[src/rtl/pcm_xlat_pkg.sv]
package pcm_xlat_pkg;

    localparam int SAMPLE_W = 8;
    localparam int LIN_W    = 16;

    typedef enum logic [1:0] {
        LAW_A     = 2'd0,
        LAW_U     = 2'd1,
        LAW_A_ALT = 2'd2,
        LAW_U_ALT = 2'd3
    } voice_law_e;

    typedef struct packed {
        logic                valid;
        logic [SAMPLE_W-1:0] data;
    } xlat_state_t;

    // Mask that folds a voice variant onto its standard law (self-inverse)
    function automatic logic [SAMPLE_W-1:0] variant_mask(input logic [1:0] code);
        case (code)
            LAW_A_ALT: variant_mask = 8'h55;
            LAW_U_ALT: variant_mask = 8'h7F;
            default:   variant_mask = 8'h00;
        endcase
    endfunction

    // Inversion mask of a data-mode code
    function automatic logic [SAMPLE_W-1:0] data_mask(input logic [1:0] code);
        case (code)
            2'd1:    data_mask = 8'h55;
            2'd2:    data_mask = 8'hAA;
            2'd3:    data_mask = 8'hFF;
            default: data_mask = 8'h00;
        endcase
    endfunction

endpackage

[src/rtl/pcm_expand.sv]
module pcm_expand
    import pcm_xlat_pkg::*;
#(
    parameter bit ULAW = 1'b0
) (
    input  logic [SAMPLE_W-1:0]     code,
    output logic signed [LIN_W-1:0] lin
);
    localparam logic [LIN_W-1:0] U_BIAS = 16'h0084;

    generate
        if (ULAW) begin : g_ulaw
            logic [7:0]       inv;
            logic [LIN_W-1:0] t;
            always_comb begin
                inv = ~code;
                t   = ({12'd0, inv[3:0]} << 3) + U_BIAS;
                t   = t << inv[6:4];
                lin = inv[7] ? signed'(U_BIAS - t) : signed'(t - U_BIAS);
            end
        end else begin : g_alaw
            logic [7:0]       raw;
            logic [LIN_W-1:0] t;
            always_comb begin
                raw = code ^ 8'h55;
                t   = {12'd0, raw[3:0]} << 4;
                if (raw[6:4] == 3'd0) begin
                    t = t + 16'd8;
                end else begin
                    t = (t + 16'h0108) << (raw[6:4] - 3'd1);
                end
                lin = raw[7] ? signed'(t) : signed'(16'd0 - t);
            end
        end
    endgenerate

endmodule

[src/rtl/pcm_compress.sv]
module pcm_compress
    import pcm_xlat_pkg::*;
#(
    parameter bit ULAW = 1'b0
) (
    input  logic signed [LIN_W-1:0] lin,
    output logic [SAMPLE_W-1:0]     code
);
    localparam int NSEG = 8;

    generate
        if (ULAW) begin : g_ulaw
            logic signed [LIN_W-1:0] p;
            logic [LIN_W-1:0]        mag;
            logic [LIN_W-1:0]        sh;
            logic [7:0]              mask;
            logic [3:0]              seg;
            always_comb begin
                p    = lin >>> 2;
                mask = p[LIN_W-1] ? 8'h7F : 8'hFF;
                mag  = p[LIN_W-1] ? 16'(-p) : 16'(p);
                if (mag > 16'd8159) mag = 16'd8159;
                mag  = mag + 16'd33;
                seg  = 4'(NSEG);
                for (int s = NSEG - 1; s >= 0; s--) begin
                    if (mag <= 16'((64 << s) - 1)) seg = 4'(s);
                end
                sh   = mag >> (seg + 4'd1);
                if (seg == 4'(NSEG)) code = 8'h7F ^ mask;
                else                 code = {1'b0, seg[2:0], sh[3:0]} ^ mask;
            end
        end else begin : g_alaw
            logic signed [LIN_W-1:0] p;
            logic [LIN_W-1:0]        mag;
            logic [LIN_W-1:0]        sh;
            logic [7:0]              mask;
            logic [3:0]              seg;
            always_comb begin
                p    = lin >>> 3;
                mask = p[LIN_W-1] ? 8'h55 : 8'hD5;
                mag  = p[LIN_W-1] ? 16'(-p - 16'sd1) : 16'(p);
                seg  = 4'(NSEG);
                for (int s = NSEG - 1; s >= 0; s--) begin
                    if (mag <= 16'((32 << s) - 1)) seg = 4'(s);
                end
                sh   = (seg < 4'd2) ? (mag >> 1) : (mag >> seg);
                if (seg == 4'(NSEG)) code = 8'h7F ^ mask;
                else                 code = {1'b0, seg[2:0], sh[3:0]} ^ mask;
            end
        end
    endgenerate

endmodule

[src/rtl/pcm_law_xlat.sv]
module pcm_law_xlat
    import pcm_xlat_pkg::*;
(
    input  logic       clk,
    input  logic       rst_n,
    input  logic       in_valid,
    input  logic [7:0] in_byte,
    input  logic       is_data,
    input  logic [1:0] in_code,
    input  logic [1:0] out_code,
    output logic       out_valid,
    output logic [7:0] out_byte
);
    xlat_state_t st_d, st_q;

    logic [SAMPLE_W-1:0]     canon;
    logic signed [LIN_W-1:0] lin_from_a, lin_from_u;
    logic [SAMPLE_W-1:0]     u_from_a, a_from_u;
    logic [SAMPLE_W-1:0]     conv, voice_res, data_res;

    // Fold the input variant onto its standard law
    assign canon = in_byte ^ variant_mask(in_code);

    pcm_expand   #(.ULAW(1'b0)) u_exp_a  (.code(canon),      .lin(lin_from_a));
    pcm_compress #(.ULAW(1'b1)) u_cmp_u  (.lin(lin_from_a),  .code(u_from_a));
    pcm_expand   #(.ULAW(1'b1)) u_exp_u  (.code(canon),      .lin(lin_from_u));
    pcm_compress #(.ULAW(1'b0)) u_cmp_a  (.lin(lin_from_u),  .code(a_from_u));

    always_comb begin
        // code bit 0 names the family: 0 = A-law, 1 = mu-law
        if (in_code[0] == out_code[0]) conv = canon;
        else if (in_code[0])           conv = a_from_u;
        else                           conv = u_from_a;
        voice_res = conv ^ variant_mask(out_code);
        data_res  = in_byte ^ data_mask(in_code) ^ data_mask(out_code);

        st_d       = st_q;
        st_d.valid = in_valid;
        if (in_valid) st_d.data = is_data ? data_res : voice_res;
    end

    always_ff @(posedge clk) begin
        if (!rst_n) st_q <= '0;
        else        st_q <= st_d;
    end

    assign out_valid = st_q.valid;
    assign out_byte  = st_q.data;

    p_strobe_follow_r2: assert property (@(posedge clk) disable iff (!rst_n)
        in_valid |=> out_valid);
    p_strobe_idle_r2: assert property (@(posedge clk) disable iff (!rst_n)
        !in_valid |=> !out_valid);
    p_hold_idle_r2: assert property (@(posedge clk) disable iff (!rst_n)
        !in_valid |=> $stable(out_byte));
    p_same_code_pass_r4: assert property (@(posedge clk) disable iff (!rst_n)
        (in_valid && in_code == out_code) |=> out_byte == $past(in_byte));
    p_data_full_inv_r3: assert property (@(posedge clk) disable iff (!rst_n)
        (in_valid && is_data && in_code == 2'd0 && out_code == 2'd3)
        |=> out_byte == ~$past(in_byte));
    p_a_variant_r6: assert property (@(posedge clk) disable iff (!rst_n)
        (in_valid && !is_data && in_code == 2'd0 && out_code == 2'd2)
        |=> out_byte == ($past(in_byte) ^ 8'h55));

endmodule

[config.mk]
export PLATFORM = sky130hd
export DESIGN_NAME = pcm_law_xlat
export DESIGN_NICKNAME = d
export VERILOG_FILES = /design/src/rtl/pcm_xlat_pkg.sv /design/src/rtl/pcm_expand.sv /design/src/rtl/pcm_compress.sv /design/src/rtl/pcm_law_xlat.sv
export SDC_FILE = /design/constraint.sdc
export NUM_CORES = 1
export LEC_CHECK = 0
export CAP_MARGIN = 20
export CORE_AREA = 2 2 114 116
export DETAILED_ROUTE_END_ITERATION = 16
export DIE_AREA = 0 0 116 118
export SLEW_MARGIN = 20
export SYNTH_ARGS = -nofsm -noshare
export SYNTH_HDL_FRONTEND = slang
export SYNTH_SLANG_ARGS = --single-unit
[constraint.sdc]
create_clock -name clk -period 7.7 [get_ports clk]
set_input_delay 0.77 -clock clk [delete_from_list [all_inputs] [get_ports clk]]
set_output_delay 0.77 -clock clk [all_outputs]
set_load 0.03 [all_outputs]
-- After elaboration in Yosys (flattened, before gate mapping)
Index checks and enable logic that the tools add are counted.
- register bits after elaboration: 9
- input port bits: 16
- output and inout bits: 9
- logic and storage cells: 90
- $add $sub $neg: 12
- magnitude comparators: 18
- equal/unequal tests: 9
- shifts and indexed selects: 4
- multiplexer cells: 34
- bitwise logic cells: 10
- reduce and logical (&&, ||, !) cells: 1
- operators with widths (operator ; number):
    2-to-1 mux 16 bit ; 6
    2-to-1 mux 4 bit ; 17
    2-to-1 mux 8 bit ; 7
    one-hot mux 8 bit (3 select lines) ; 2
    <= comparator 16 x 10 -> 1 bit, second input constant ; 2
    <= comparator 16 x 11 -> 1 bit, second input constant ; 2
    <= comparator 16 x 12 -> 1 bit, second input constant ; 2
    <= comparator 16 x 6 -> 1 bit, second input constant ; 2
    <= comparator 16 x 7 -> 1 bit, second input constant ; 2
    <= comparator 16 x 8 -> 1 bit, second input constant ; 2
    <= comparator 16 x 9 -> 1 bit, second input constant ; 2
    left shift 16 x 3 -> 16 bit ; 2
    right shift 16 x 4 -> 4 bit ; 2
    XOR 8 bit ; 4
    one-hot mux 7 bit (2 select lines) ; 2
    adder 16 x 6 -> 16 bit, second input constant ; 1
    greater-than comparator 16 x 13 -> 1 bit, second input constant ; 1
    <= comparator 16 x 13 -> 1 bit, second input constant ; 1
    <= comparator 16 x 5 -> 1 bit, second input constant ; 1
    negator 13 -> 16 bit ; 1
    negator 14 -> 16 bit ; 1
    subtractor 1 x 16 -> 16 bit, first input constant ; 1
    subtractor 16 x 2 -> 16 bit, second input constant ; 1
    subtractor 16 x 8 -> 16 bit, second input constant ; 1
    other kinds (16) ; 23

-- Longest topological paths before layout
Gate-level depths: netlist of the first run.
- depth after elaboration: 31
- depth in mapped cells: 37
- mapped depth without buffers: 32

-- Cells and area by module
From an unflattened synthesis of the first run, not the netlist that was laid out.
- cell total of the unflattened synthesis: 759
- area total of the unflattened synthesis: 5535.3 sq um
- by module, submodules not included (module ; instances ; cells each ; area an instance (sq um) ; sequential area each (sq um)):
    pcm_compress at u_cmp_u ; 1 ; 227 ; 1666.6 ; 0.0
    pcm_expand at u_exp_u ; 1 ; 152 ; 1126.1 ; 0.0
    pcm_expand at u_exp_a ; 1 ; 136 ; 935.9 ; 0.0
    pcm_law_xlat ; 1 ; 112 ; 909.6 ; 180.2
    pcm_compress at u_cmp_a ; 1 ; 132 ; 897.1 ; 0.0

-- Least setup slack after synthesis of the first run
Ideal clock, no wire load.
- path kind: input -> register
- start point: input port in_code[1]
- end point: register st_q, in the netlist out_byte[0]
- setup time: 60 ps
- arrival time: 7354 ps
- data required time: 7640 ps
- path slack: 286 ps
- cell stages on the path: 37
- buffers on the path: 6
- path through: buf_2 nand2_1 xnor2_1 inv_2 ha_1 clkbuf_1 clkbuf_1 nor3_1 o21ai_0 and2_1 ha_1 nor2_1 a31oi_1 inv_1 ha_1 nand2_1 a21oi_1 o2bb2ai_1 o221a_2 o221ai_1 o211ai_1 a21o_1 and4_1 buf_2 and2_1 buf_2 a31oi_1 a21boi_4 buf_6 ha_1 xnor2_1 a21oi_1 mux2_2 a22oi_2 nand3_1 o311ai_1 o2111a_1
- cells in the longest elaborated chain, start to end: 31
- elaborated cells between the ends (all ways): 78
- those cells by class: 12 x add/sub; 18 x order compare; 5 x eq/ne; 4 x shift; 30 x mux; 8 x bitwise; 1 x reduce/logical
- ends and longest elaborated chain (item ; line ; text):
    start: declaration ; pcm_law_xlat.sv:9 ; input logic [1:0] in_code,
    == test 2 bit ; pcm_xlat_pkg.sv:20, pcm_xlat_pkg.sv:29 ;
    one-hot mux 7 bit (2 select lines) ; pcm_xlat_pkg.sv:20 ; case (code)
    XOR 8 bit ; pcm_law_xlat.sv:22 ; assign canon = in_byte ^ variant_mask(in_code);
    inverter 4 bit (no line) ; n/a ;
    adder 8 x 9 -> 10 bit or subtractor 3 x 1 -> 3 bit (tied branches) ; pcm_expand.sv:30 ; t = (t + 16'h0108) << (raw[6:4] - 3'd1);
    left shift 16 x 3 -> 16 bit ; pcm_expand.sv:30 ;
    2-to-1 mux 16 bit ; pcm_expand.sv:27 ; if (raw[6:4] == 3'd0) begin
    subtractor 1 x 16 -> 16 bit ; pcm_expand.sv:32 ; lin = raw[7] ? signed'(t) : signed'(16'd0 - t);
    [15 not listed] ; n/a ;
    adder 4 x 1 -> 4 bit ; pcm_compress.sv:28 ; sh = mag >> (seg + 4'd1);
    right shift 16 x 4 -> 4 bit ; pcm_compress.sv:28 ;
    XOR 7 x 8 -> 8 bit ; pcm_compress.sv:30 ; else code = {1'b0, seg[2:0], sh[3:0]} ^ mask;
    2-to-1 mux 8 bit ; pcm_compress.sv:29 ; if (seg == 4'(NSEG)) code = 8'h7F ^ mask;
    2-to-1 mux 8 bit ; pcm_law_xlat.sv:32 ; else if (in_code[0]) conv = a_from_u;
    2-to-1 mux 8 bit ; pcm_law_xlat.sv:31 ; if (in_code[0] == out_code[0]) conv = canon;
    XOR 8 bit ; pcm_law_xlat.sv:34 ; voice_res = conv ^ variant_mask(out_code);
    2-to-1 mux 8 bit * ; pcm_law_xlat.sv:39 ; if (in_valid) st_d.data = is_data ? data_res : voice_res;
    end signal: assignment ; pcm_law_xlat.sv:44 ; else st_q <= st_d;
    end: declaration ; pcm_law_xlat.sv:14 ; xlat_state_t st_d, st_q;
Mark *: on every way between the ends. The rest lies on a longest branch, timed or not.
A chain may end at the register's enable or synchronous reset.

-- Worst setup path after layout of the first run
- start point: input port in_code[0]
- end point: register st_q, in the netlist out_byte[0]
The elaborated chain is that of the path after synthesis.

==> results by group, run 1 <==
Layout
  • Final Cell Area: 0.00535 mm^2
  • Ant. Diodes: 0
  • Multi-input logic area: 0.00435 mm^2
  • # fillers: 1338
  • Synth-to-Final Area Change: 9.50%
  • Non-filler cells in the finished layout: 870
  • NumNets Final: 724
  • Flip-flop and latch area: 180 um^2
  • Finished Core Util: 43.1%
  • Share of cells above drive strength 1: 12.2%

Detailed routing
  • First-pass detailed-route iteration total: 5
  • Initial DRC count: 523
  • Vias/cell: 6.35
  • Routed vias: 5524
  • Total Routed Length: 16200 um
  • DRC viols: 0
  • Mean routed wirelength per cell: 18.6 um
  • Routed Antenna Nets: 0

Pwr
  • Max VDD drop: 0.121 mV
  • Total power per unit cell area: 202 mW/mm^2
  • Leak pwr: 1.89 nW

Yosys
  • Synth cell types: 110
  • Mapped Area: 0.00489 mm^2
  • Yosys reg bits: 9
  • Post-synthesis sequential area ratio: 3.69%
  • FFs w/ async S/R, synth: 0%
  • Syn Inst Count: 701
  • EDFF count, synth: 0
  • Synth Flop Type: dfxtp_1
  • Yosys Warn Count: 0
  • Syn avg cell area: 6.97 um^2
  • Syn nets: 726

Floorplan
  • Die Width: 116 um
  • Row cnt: 41
  • Die span in y: 118 um
  • Boundary Pins: 25
  • Core footprint: 0.0124 mm^2
  • Initial core utilization: 39.4%
  • DIE AREA: 0.0137 mm^2

GRT
  • Number of global-route vias before repair: 5053
  • GRT Util Overall: 23.3%
  • First-pass GRT wire length: 26500 um
  • GRT Residual Overflow: 0
  • Largest net degree at the start of global routing: 51
  • Initial antenna violation count: 0

Place
  • DP Wirelength: 12600 um
  • Placed Area: 0.00525 mm^2
  • Post-Place Cells: 866
  • Routability Congestion: 0.934
  • Port buffer count: 24

Timing
  • Hold_ws: 0.486 ns
  • Fin Clk Skew: 0 ns
  • Setup tns final: 0 ns
  • Slew of the pin with the lowest slew margin: 0.700 ns
  • Fmax achieved: 140 MHz
  • Count of final hold-check violations: 0
  • Max Slew Vio Count: 0
  • Tcrit/Tclk final: 92.5%
  • Final setup viols: 0
  • RSZ-0062 raised after global routing: no
  • Max_slew headroom: 53.0%
  • Fin crit period: 7.12 ns

Clock network
  • Clock Latency Late Sink: 0.24 ns
  • Number of CTS-inserted buffers: 3
  • Clock Root Buffer: clkbuf_16
  • Reg clk slew, reported paths: 0.04 ns
  • Setup repair bufs after CTS: 0
  • Htree depth: 1
  • Clock sink count: 9
  • CTS tree: done
  • Max clock buf depth: 2

Worst setup path
  • Peak fanout along the critical path: 14
  • Crit path kind: primary input to flip-flop
  • Critical Path AT: 7.30 ns
  • CP Capture Type: flip-flop
  • Worst EP required: 7.88 ns
  • Critical Path Source Type: primary input

Outcome
  • Run status: finished, final reports clean

Flow run
  • Max-Cap Viols: 0

Worst hold path
  • Worst Hold Class: flip-flop to flip-flop
==> sequential cells by signal (all words and copies together) (netlist names) <==
| signal | cells |
|---|---|
| out_byte | 8 |
| out_valid | 1 |
==> synth_stat cells (10+ instances only) <==
| cell type | count | area, um^2 |
|---|---|---|
| buf_2 | 19 | 95.1 |
| a211oi_1 | 13 | 97.6 |
| xnor2_1 | 37 | 324 |
| clkbuf_1 | 23 | 86.3 |
| o221ai_1 | 11 | 96.3 |
| o21ai_1 | 10 | 50.1 |
| nand2b_1 | 17 | 106 |
| nor2_1 | 56 | 210 |
| xor2_1 | 19 | 166 |
| nand3_1 | 20 | 100 |
| a21oi_1 | 52 | 260 |
| mux2i_1 | 11 | 110 |
| and2_1 | 15 | 93.8 |
| nand2_1 | 60 | 225 |
| a31oi_1 | 13 | 81.3 |
| inv_1 | 13 | 48.8 |
| nor3_1 | 16 | 80.1 |
| o211ai_1 | 12 | 90.1 |
| o21ai_0 | 34 | 170 |
| or3_1 | 10 | 62.6 |
| nor2b_1 | 10 | 62.6 |
==> cell families after synthesis <==
logic type | count (synthesis) | synth area share (%)
and+or+nand+nor | 257 | 27.9
xor gates and xnor gates | 60 | 11.5
buffers and inverters | 75 | 7.58
muxes | 19 | 4.25
adders and majority gates | 9 | 2.30
AOI/OAI and AO/OA | 272 | 42.8
DFF | 9 | 3.69
==> routing by layer <==
metal,routed length (um),track usage (%),vias to the layer above
li1,-,-,2686
met1,7430,32.9,2640
met2,7670,39.0,172
met3,794,1.96,26
met4,280,3.72,0
met5,0,0,-
==> through the flow <==
step,setup WS (ns),power [mW]
after global placement,0.399,0.960
after global routing,0.0131,1.17
after CTS,0.459,1.06
final,0.576,1.08
after detailed placement,0.248,0.964
after floorplan,0.286,0.755
==> worst paths after layout <==
kind | to | depth (start not counted) | slack (ns) | start
min reg2reg | out_byte[5]$_SDFFE_PN0P_ | 1 | 0.49 | out_byte[5]$_SDFFE_PN0P_
max reg2reg | out_byte[1]$_SDFFE_PN0P_ | 2 | 7.04 | out_byte[1]$_SDFFE_PN0P_
max | out_byte[0]$_SDFFE_PN0P_ | 26 | 0.58 | in_code[0]
min | out_byte[5]$_SDFFE_PN0P_ | 1 | 0.49 | out_byte[5]$_SDFFE_PN0P_
==> worst max-delay path, cell delays in order <==
cell and delay, ns:
clkdlybuf4s50_1 0.48, nand2_1 0.13, xnor2_1 0.26, inv_2 0.06, ha_1 0.31, buf_4 0.16, inv_1 0.12, a21oi_1 0.16
a2bb2oi_2 0.10, a221oi_4 0.39, nor3b_4 0.50, a31oi_2 0.17, xnor2_1 0.23, or4_4 0.58, a31oi_4 0.46, o21ai_1 0.23
o22a_1 0.29, a21boi_4 0.19, ha_2 0.26, xor2_2 0.38, nand2_1 0.10, mux2_4 0.28, o311ai_1 0.11, nand3_1 0.12
o311ai_1 0.24, o2111a_1 0.21
==> area by class of cell <==
| cell class | count | share of cell area (%) |
|---|---|---|
| Clock buffer | 4 | 1.47 |
| Inverter | 18 | 1.26 |
| Multi-Input combinational cell | 617 | 81.4 |
| Sequential cell | 9 | 3.37 |
| Tap cell | 172 | 4.02 |
| Timing Repair Buffer | 50 | 8.51 |
==> cell usage in the layout, fill, tap and decap left out, types with 10 or more instances in the layout <==
cell	n
o211ai_1	12
nand3_1	20
buf_4	24
a31oi_1	13
xnor2_1	36
inv_1	13
nand2b_1	17
o221ai_1	11
a211oi_1	13
or3_1	10
nor2_1	56
o21ai_1	10
clkdlybuf4s50_1	23
nor3_1	16
mux2i_1	11
xor2_1	19
nor2b_1	10
nand2_1	60
o21ai_0	34
a21oi_1	52
and2_1	14
==> what timing repair did <==
action | CTS | global route
setup endpoints to repair | 0 | 4
hold buffers | 0 | 0
resized for setup | 0 | 4
==> where the power goes <==
group          leakage (nW)  internal (mW)  switching (mW)
clock                0.0382         0.0693          0.0235
combinational          1.78          0.366           0.570
sequential           0.0749         0.0519         0.00255
total                  1.89          0.487           0.596
No activity file was read; power rests on OpenSTA's default activity.
==> run 2, diff against run 1 <==
--- a/config.mk
+++ b/config.mk
@@ -6,9 +6,12 @@
 export NUM_CORES = 1
 export LEC_CHECK = 0
 export CAP_MARGIN = 20
-export CORE_AREA = 2 2 114 116
+export CELL_PAD_IN_SITES_DETAIL_PLACEMENT = 1
+export CELL_PAD_IN_SITES_GLOBAL_PLACEMENT = 2
+export CORE_AREA = 2 2 125 127
 export DETAILED_ROUTE_END_ITERATION = 16
-export DIE_AREA = 0 0 116 118
+export DIE_AREA = 0 0 127 129
+export PLACE_DENSITY_LB_ADDON = 0.1
 export SLEW_MARGIN = 20
 export SYNTH_ARGS = -nofsm -noshare
 export SYNTH_HDL_FRONTEND = slang
==> constraint.sdc (replaced) <==
create_clock -name clk -period 7.7 [get_ports clk]
set_input_delay 2.31 -clock clk [delete_from_list [all_inputs] [get_ports clk]]
set_output_delay 2.31 -clock clk [all_outputs]
set_load 0.03 [all_outputs]
==> results by group, run 2 (synthesis gave the netlist of run 1 again) <==
Layout
  • Most frequent cells in the layout: 215 x buf_4, 58 x nand2_1, 56 x nor2_1, 45 x a21oi_1, 32 x xnor2_1
  • Final Cell Area: 0.00721 mm^2 (+35%)
  • Multi-input logic area: 0.00470 mm^2 (+7.9%)
  • # fillers: 1859 (+39%)
  • Non-filler cells in the finished layout: 1079 (+24%)
  • Flip-flop and latch area: 180 um^2 (unchanged)
  • NumNets Final: 917 (+27%)
  • Synth-to-Final Area Change: 47.5%
  • Max FFs per register: 8 (unchanged)
  • Most common cell after layout, fill and taps aside: buf_4
  • Share of cells above drive strength 1: 36.0% (+24 points)
  • Ant. Diodes: 0 (unchanged)
  • Finished Core Util: 48.1% (+5.0 points)

Timing
  • Final setup viols: 0 (unchanged)
  • RSZ-0062 raised after global routing: yes
  • Max Slew Vio Count: 0 (unchanged)
  • Tcrit/Tclk final: 97.9% (+5.4 points)
  • Fmax achieved: 133 MHz (-5.5%)
  • Max_slew headroom: 54.3% (+1.3 points)
  • Setup tns final: 0 ns (unchanged)
  • Fin Clk Skew: 0 ns (unchanged)
  • Count of final hold-check violations: 0 (unchanged)
  • Slew of the pin with the lowest slew margin: 0.683 ns (-0.0169 ns)
  • Hold_ws: 0.499 ns (+0.0139 ns)
  • Fin crit period: 7.54 ns (+0.417 ns)

GRT
  • Busiest layer in global routing: met2
  • GR Util met2: 47.7% (+8.7 points)
  • Met1 Use GR: 34.4% (+1.5 points)
  • GRT Residual Overflow: 0 (unchanged)
  • Number of global-route vias before repair: 6669 (+32%)
  • GRT Util Overall: 26.3% (+2.9 points)
  • GR met3 Demand/Resource: 1.33% (-0.63 points)
  • First-pass GRT wire length: 35100 um (+32%)
  • Initial antenna violation count: 0 (unchanged)
  • Largest net degree at the start of global routing: 34 (-33%)

Worst setup path
  • CP delay by family, top: compound AO/OA/AOI/OAI gates
  • Critical Path AT: 7.66 ns (+0.36 ns)
  • Peak fanout along the critical path: 11 (-3)
  • Critical path's slowest cell: clkdlybuf4s50_1
  • Max stage delay on crit path: 0.46 ns (-0.12 ns)
  • Most common cell on crit path: buf_4
  • Critical Path Source Type: primary input
  • CP Capture Type: flip-flop
  • Worst Path Buf+Inv: 8 (+4)
  • Crit path kind: primary input to flip-flop
  • Worst EP required: 7.82 ns (-0.06 ns)

Pwr
  • Total power per unit cell area: 211 mW/mm^2 (+4.4%)
  • Max VDD drop: 0.123 mV (+1.8%)
  • Leak pwr: 2.95 nW (+56%)

Clock network
  • Clock Latency Late Sink: 0.23 ns (about the same)
  • Number of CTS-inserted buffers: 3 (unchanged)
  • Hold_buf cts: 0 (unchanged)
  • Reg clk slew, reported paths: 0.04 ns (about the same)
  • Htree depth: 1 (unchanged)
  • Clock sink count: 9 (unchanged)
  • Clock Root Buffer: clkbuf_16
  • Max clock buf depth: 2 (unchanged)
  • CTS tree: done

Flow run
  • Max-Cap Viols: 0 (unchanged)

Outcome
  • Run status: finished, final reports clean

Detailed routing
  • Routed Antenna Nets: 0 (unchanged)
  • Mean routed wirelength per cell: 20.7 um (+11%)
  • Vias/cell: 5.94 (-6.5%)
  • Routed vias: 6404 (+16%)
  • DRC viols: 0 (unchanged)
  • First-pass detailed-route iteration total: 5 (unchanged)
  • Total Routed Length: 22300 um (+38%)
  • Initial DRC count: 341 (-35%)

Place
  • Post-Place Cells: 1063 (+23%)
  • Port buffer count: 24 (unchanged)
  • DP Wirelength: 18000 um (+43%)
  • Placed Area: 0.00682 mm^2 (+30%)
  • Routability Congestion: 0.913 (-2.2%)

Floorplan
  • Row cnt: 45 (+9.8%)
  • Initial core utilization: 32.6% (-6.7 points)
  • Die span in y: 129 um (+9.3%)
  • Die Width: 127 um (+9.5%)
  • Boundary Pins: 25 (unchanged)
  • DIE AREA: 0.0164 mm^2 (+20%)
  • Core footprint: 0.0150 mm^2 (+21%)

Worst hold path
  • Worst Hold Class: flip-flop to flip-flop
==> run 2: cell types whose count changed in the layout (fill, tap and decap cells not counted), moves of 4 or more <==
cell and delta:
a21oi_2 +7, xnor2_1 -4, clkdlybuf4s50_1 -6, nor3_1 -6
a21oi_1 -7, buf_4 +191
==> run 2: repair_timing <==
| item | CTS | global route |
|---|---|---|
| hold endpoints to repair | 0 | 0 |
| endpoints found under the setup margin | 5 | 5 |
| setup buffers | 1 | 11 |
| gates resized for setup | 10 | 48 |
| pin swaps | 2 | 20 |
==> run 2: area by class of cell <==
| type | instances | area share (%) |
|---|---|---|
| multi-input cells | 617 | 65.2 |
| repair buffers | 243 | 27.0 |
| clock buffers | 4 | 1.09 |
| well taps | 188 | 3.26 |
| inverters | 18 | 0.972 |
| flip-flops and latches | 9 | 2.50 |
==> run 2: final timing paths <==
| check | from | endpoint | slack [ns] | cells after the start |
|---|---|---|---|---|
| setup / recovery | in_byte[3] | out_byte[0]$_SDFFE_PN0P_ | 0.16 | 27 |
| hold / removal | out_byte[5]$_SDFFE_PN0P_ | out_byte[5]$_SDFFE_PN0P_ | 0.50 | 1 |
| setup reg to reg | out_byte[2]$_SDFFE_PN0P_ | out_byte[2]$_SDFFE_PN0P_ | 7.02 | 2 |
| hold reg to reg | out_byte[5]$_SDFFE_PN0P_ | out_byte[5]$_SDFFE_PN0P_ | 0.50 | 1 |
==> run 2: routing by layer <==
metal	part of all wire [%]	vias to the layer above
met2	50	131
met4	2.4	0
met5	0	-
met1	46	3174
met3	2.5	35
li1	-	3064
==> run 2: stage by stage <==
| stage | worst slack (ns) | total power [mW] |
|---|---|---|
| 5_1_grt | -0.108 | 1.63 |
| 2_1_floorplan | -0.180 | 0.816 |
| 3_5_place_dp | -0.594 | 1.35 |
| 6_report | 0.159 | 1.52 |
| 3_3_place_gp | -0.315 | 1.31 |
| 4_1_cts | 0.0159 | 1.46 |
==> run 2: where the power goes <==
group,total (mW),internal (mW),switching [mW]
combinational,1.38,0.660,0.719
sequential,0.0547,0.0519,0.00280
clock,0.0892,0.0690,0.0203
total,1.52,0.781,0.742
==> run 3, diff against run 2 <==
--- a/config.mk
+++ b/config.mk
@@ -11,6 +11,7 @@
 export CORE_AREA = 2 2 125 127
 export DETAILED_ROUTE_END_ITERATION = 16
 export DIE_AREA = 0 0 127 129
+export GPL_TIMING_DRIVEN = 0
 export PLACE_DENSITY_LB_ADDON = 0.1
 export SLEW_MARGIN = 20
 export SYNTH_ARGS = -nofsm -noshare
==> results by group, run 3 (synthesis gave the netlist of run 1 again) <==
Outcome
  • Run status: finished, violations left
  • Failing checks: setup timing

Pwr
  • Max VDD drop: 0.126 mV (+2.0%)
  • Comb pwr share: 90.0% (-0.5 points)
  • Sw Share: 52.2% (+3.4 points)
  • Clock power frac: 6.2% (+0.3 points)
  • Switching pwr: 0.753 mW (+1.5%)
  • Internal Pwr Total: 0.690 mW (-12%)
  • Sequential Power Share: 3.8% (+0.2 points)
  • Leak pwr: 2.39 nW (-19%)
  • Total power per unit cell area: 222 mW/mm^2 (+5.2%)

Clock network
  • Max clock buf depth: 2 (unchanged)
  • Number of CTS-inserted buffers: 3 (unchanged)
  • Htree depth: 1 (unchanged)
  • Clock Root Buffer: clkbuf_16
  • CTS tree: done
  • Clock Latency Late Sink: 0.23 ns (about the same)
  • Clock sink count: 9 (unchanged)
  • Reg clk slew, reported paths: 0.04 ns (about the same)
  • Hold_buf cts: 0 (unchanged)

Worst setup path
  • Most common cell on crit path: buf_12
  • R2R Path End: out_byte[0]$_SDFFE_PN0P_
  • Worst EP required: 7.87 ns (+0.05 ns)
  • Max stage delay on crit path: 0.53 ns (+0.07 ns)
  • Critical Path AT: 8.22 ns (+0.56 ns)
  • Worst Path Buf+Inv: 7 (-1)
  • Crit path kind: primary input to flip-flop
  • Critical Path Source Type: primary input
  • CP delay by family, top: compound AO/OA/AOI/OAI gates
  • R2r setup slk: 7.04 ns (+0.02 ns)
  • Critical path's slowest cell: or4_1
  • Reg2reg start: out_byte[0]$_SDFFE_PN0P_
  • Peak fanout along the critical path: 7 (-4)
  • Reg2reg path depth: 1 (-1)
  • CP Capture Type: flip-flop

Floorplan
  • Die Width: 127 um (unchanged)
  • Die span in y: 129 um (unchanged)
  • Core footprint: 0.0150 mm^2 (unchanged)
  • Initial core utilization: 32.6% (unchanged)
  • DIE AREA: 0.0164 mm^2 (unchanged)
  • Boundary Pins: 25 (unchanged)
  • Row cnt: 45 (unchanged)

Detailed routing
  • Routed Antenna Nets: 0 (unchanged)
  • Vias/cell: 6.18 (+4.1%)
  • First-pass detailed-route iteration total: 5 (unchanged)
  • Routed vias: 5981 (-6.6%)
  • Initial DRC count: 390 (+14%)
  • DRC viols: 0 (unchanged)
  • Total Routed Length: 21100 um (-5.6%)
  • Mean routed wirelength per cell: 21.8 um (+5.2%)

Worst hold path
  • Worst Hold Depth: 1 (unchanged)
  • Critical hold path startpoint: out_byte[7]$_SDFFE_PN0P_
  • Worst Hold Class: flip-flop to flip-flop
  • Hold EP: out_byte[7]$_SDFFE_PN0P_

Place
  • DP Wirelength: 16200 um (-9.9%)
  • Port buffer count: 16 (-33%)
  • Placed Area: 0.00551 mm^2 (-19%)
  • Routability Congestion: 0.922 (+0.99%)

Timing
  • Slew of the pin with the lowest slew margin: 0.739 ns (+0.0561 ns)
  • Fin crit period: 8.05 ns (+0.508 ns)
  • Final WS setup: -0.349 ns (-0.508 ns)
  • Final setup viols: 4 (+4)
  • Fin Clk Skew: 0 ns (unchanged)
  • Max Slew Vio Count: 0 (unchanged)
  • Count of final hold-check violations: 0 (unchanged)
  • Fmax achieved: 124 MHz (-6.3%)
  • Max_slew headroom: 50.7% (-3.6 points)
  • RSZ-0062 raised after global routing: yes
  • Tcrit/Tclk final: 105% (+6.6 points)

Layout
  • Multi-input logic area: 0.00489 mm^2 (+4.1%)
  • Flip-flop and latch area: 180 um^2 (unchanged)
  • Finished Core Util: 43.4% (-4.7 points)
  • Most frequent cells in the layout: 64 x buf_4, 56 x nand2_1, 53 x nor2_1, 47 x a21oi_1, 29 x xnor2_1
  • Max FFs per register: 8 (unchanged)
  • Most common cell after layout, fill and taps aside: buf_4
  • Synth-to-Final Area Change: 32.9%
  • # fillers: 1884 (+1.3%)
  • Ant. Diodes: 0 (unchanged)
  • Final Cell Area: 0.00649 mm^2 (-9.9%)
  • Share of cells above drive strength 1: 28.2% (-7.8 points)
  • NumNets Final: 806 (-12%)

Flow run
  • Max-Cap Viols: 0 (unchanged)

GRT
  • Initial antenna violation count: 0 (unchanged)
  • First-pass GRT wire length: 33400 um (-5.0%)
  • GRT Util Overall: 25.2% (-1.0 points)
  • Largest net degree at the start of global routing: 11 (-68%)
  • GRT Residual Overflow: 0 (unchanged)
  • Number of global-route vias before repair: 6023 (-9.7%)
run 3: metrics by stage:
step	TNS [ns]	worst slack, ns	power, mW	cells	hold slack (ns)
3_5_place_dp	-12.10	-2.27	1.05	905	0.474
2_1_floorplan	-0.180	-0.180	0.816	701	0.640
5_1_grt	-2.30	-0.616	1.54	968	0.500
6_report	-1.17	-0.349	1.44	968	0.480
4_1_cts	-1.34	-0.371	1.32	956	0.485
3_3_place_gp	-11.20	-2.13	1.03	905	0.462
run 3: layout make-up:
class,count,area share (%)
Multi-Input combinational cell,617,75.3
Sequential cell,9,2.77
Tap cell,188,3.62
Inverter,18,1.16
Clock buffer,4,1.21
Buffer,55,5.93
Timing Repair Buffer,77,10.0
run 3: power groups by stage:
| stage | clock network, mW | registers, mW | logic, mW |
|---|---|---|---|
| final | 0.0902 | 0.0543 | 1.30 |
| after global routing | 0.0966 | 0.0547 | 1.39 |
| after CTS | 0.0928 | 0.0544 | 1.17 |
| after detailed placement | 0 | 0.0551 | 0.990 |
| after global placement | 0 | 0.0547 | 0.971 |
| after floorplan | 0 | 0.0646 | 0.752 |
run 3: repair_timing:
item / 4_1_cts / 5_1_grt
gates resized for setup: 62 / 50
setup buffers: 47 / 14
pin swaps: 35 / 35
endpoints found under the setup margin: 7 / 7
cloned: 0 / 0
run 3: how the worst max path moves through the flow:
stage / start / endpoint / slack, ns / cells past startpoint
finish: in_code[1] / out_byte[0]$_SDFFE_PN0P_ / -0.35 / 29
global route: in_code[1] / out_byte[0]$_SDFFE_PN0P_ / -0.62 / 32
CTS: in_code[1] / out_byte[1]$_SDFFE_PN0P_ / -0.37 / 39
detailed placement: in_byte[4] / out_byte[0]$_SDFFE_PN0P_ / -2.27 / 31
global placement: in_byte[4] / out_byte[0]$_SDFFE_PN0P_ / -2.13 / 35
floorplan: in_code[0] / out_byte[0]$_SDFFE_PN0P_ / -0.18 / 37
run 3: per-layer routing:
layer	vias to the layer above	GRT usage (%)	routed length (um)
li1	2832	-	-
met1	2991	33.8	9780
met2	125	44.2	10200
met3	33	1.75	628
met4	0	6.40	460
met5	-	0	0
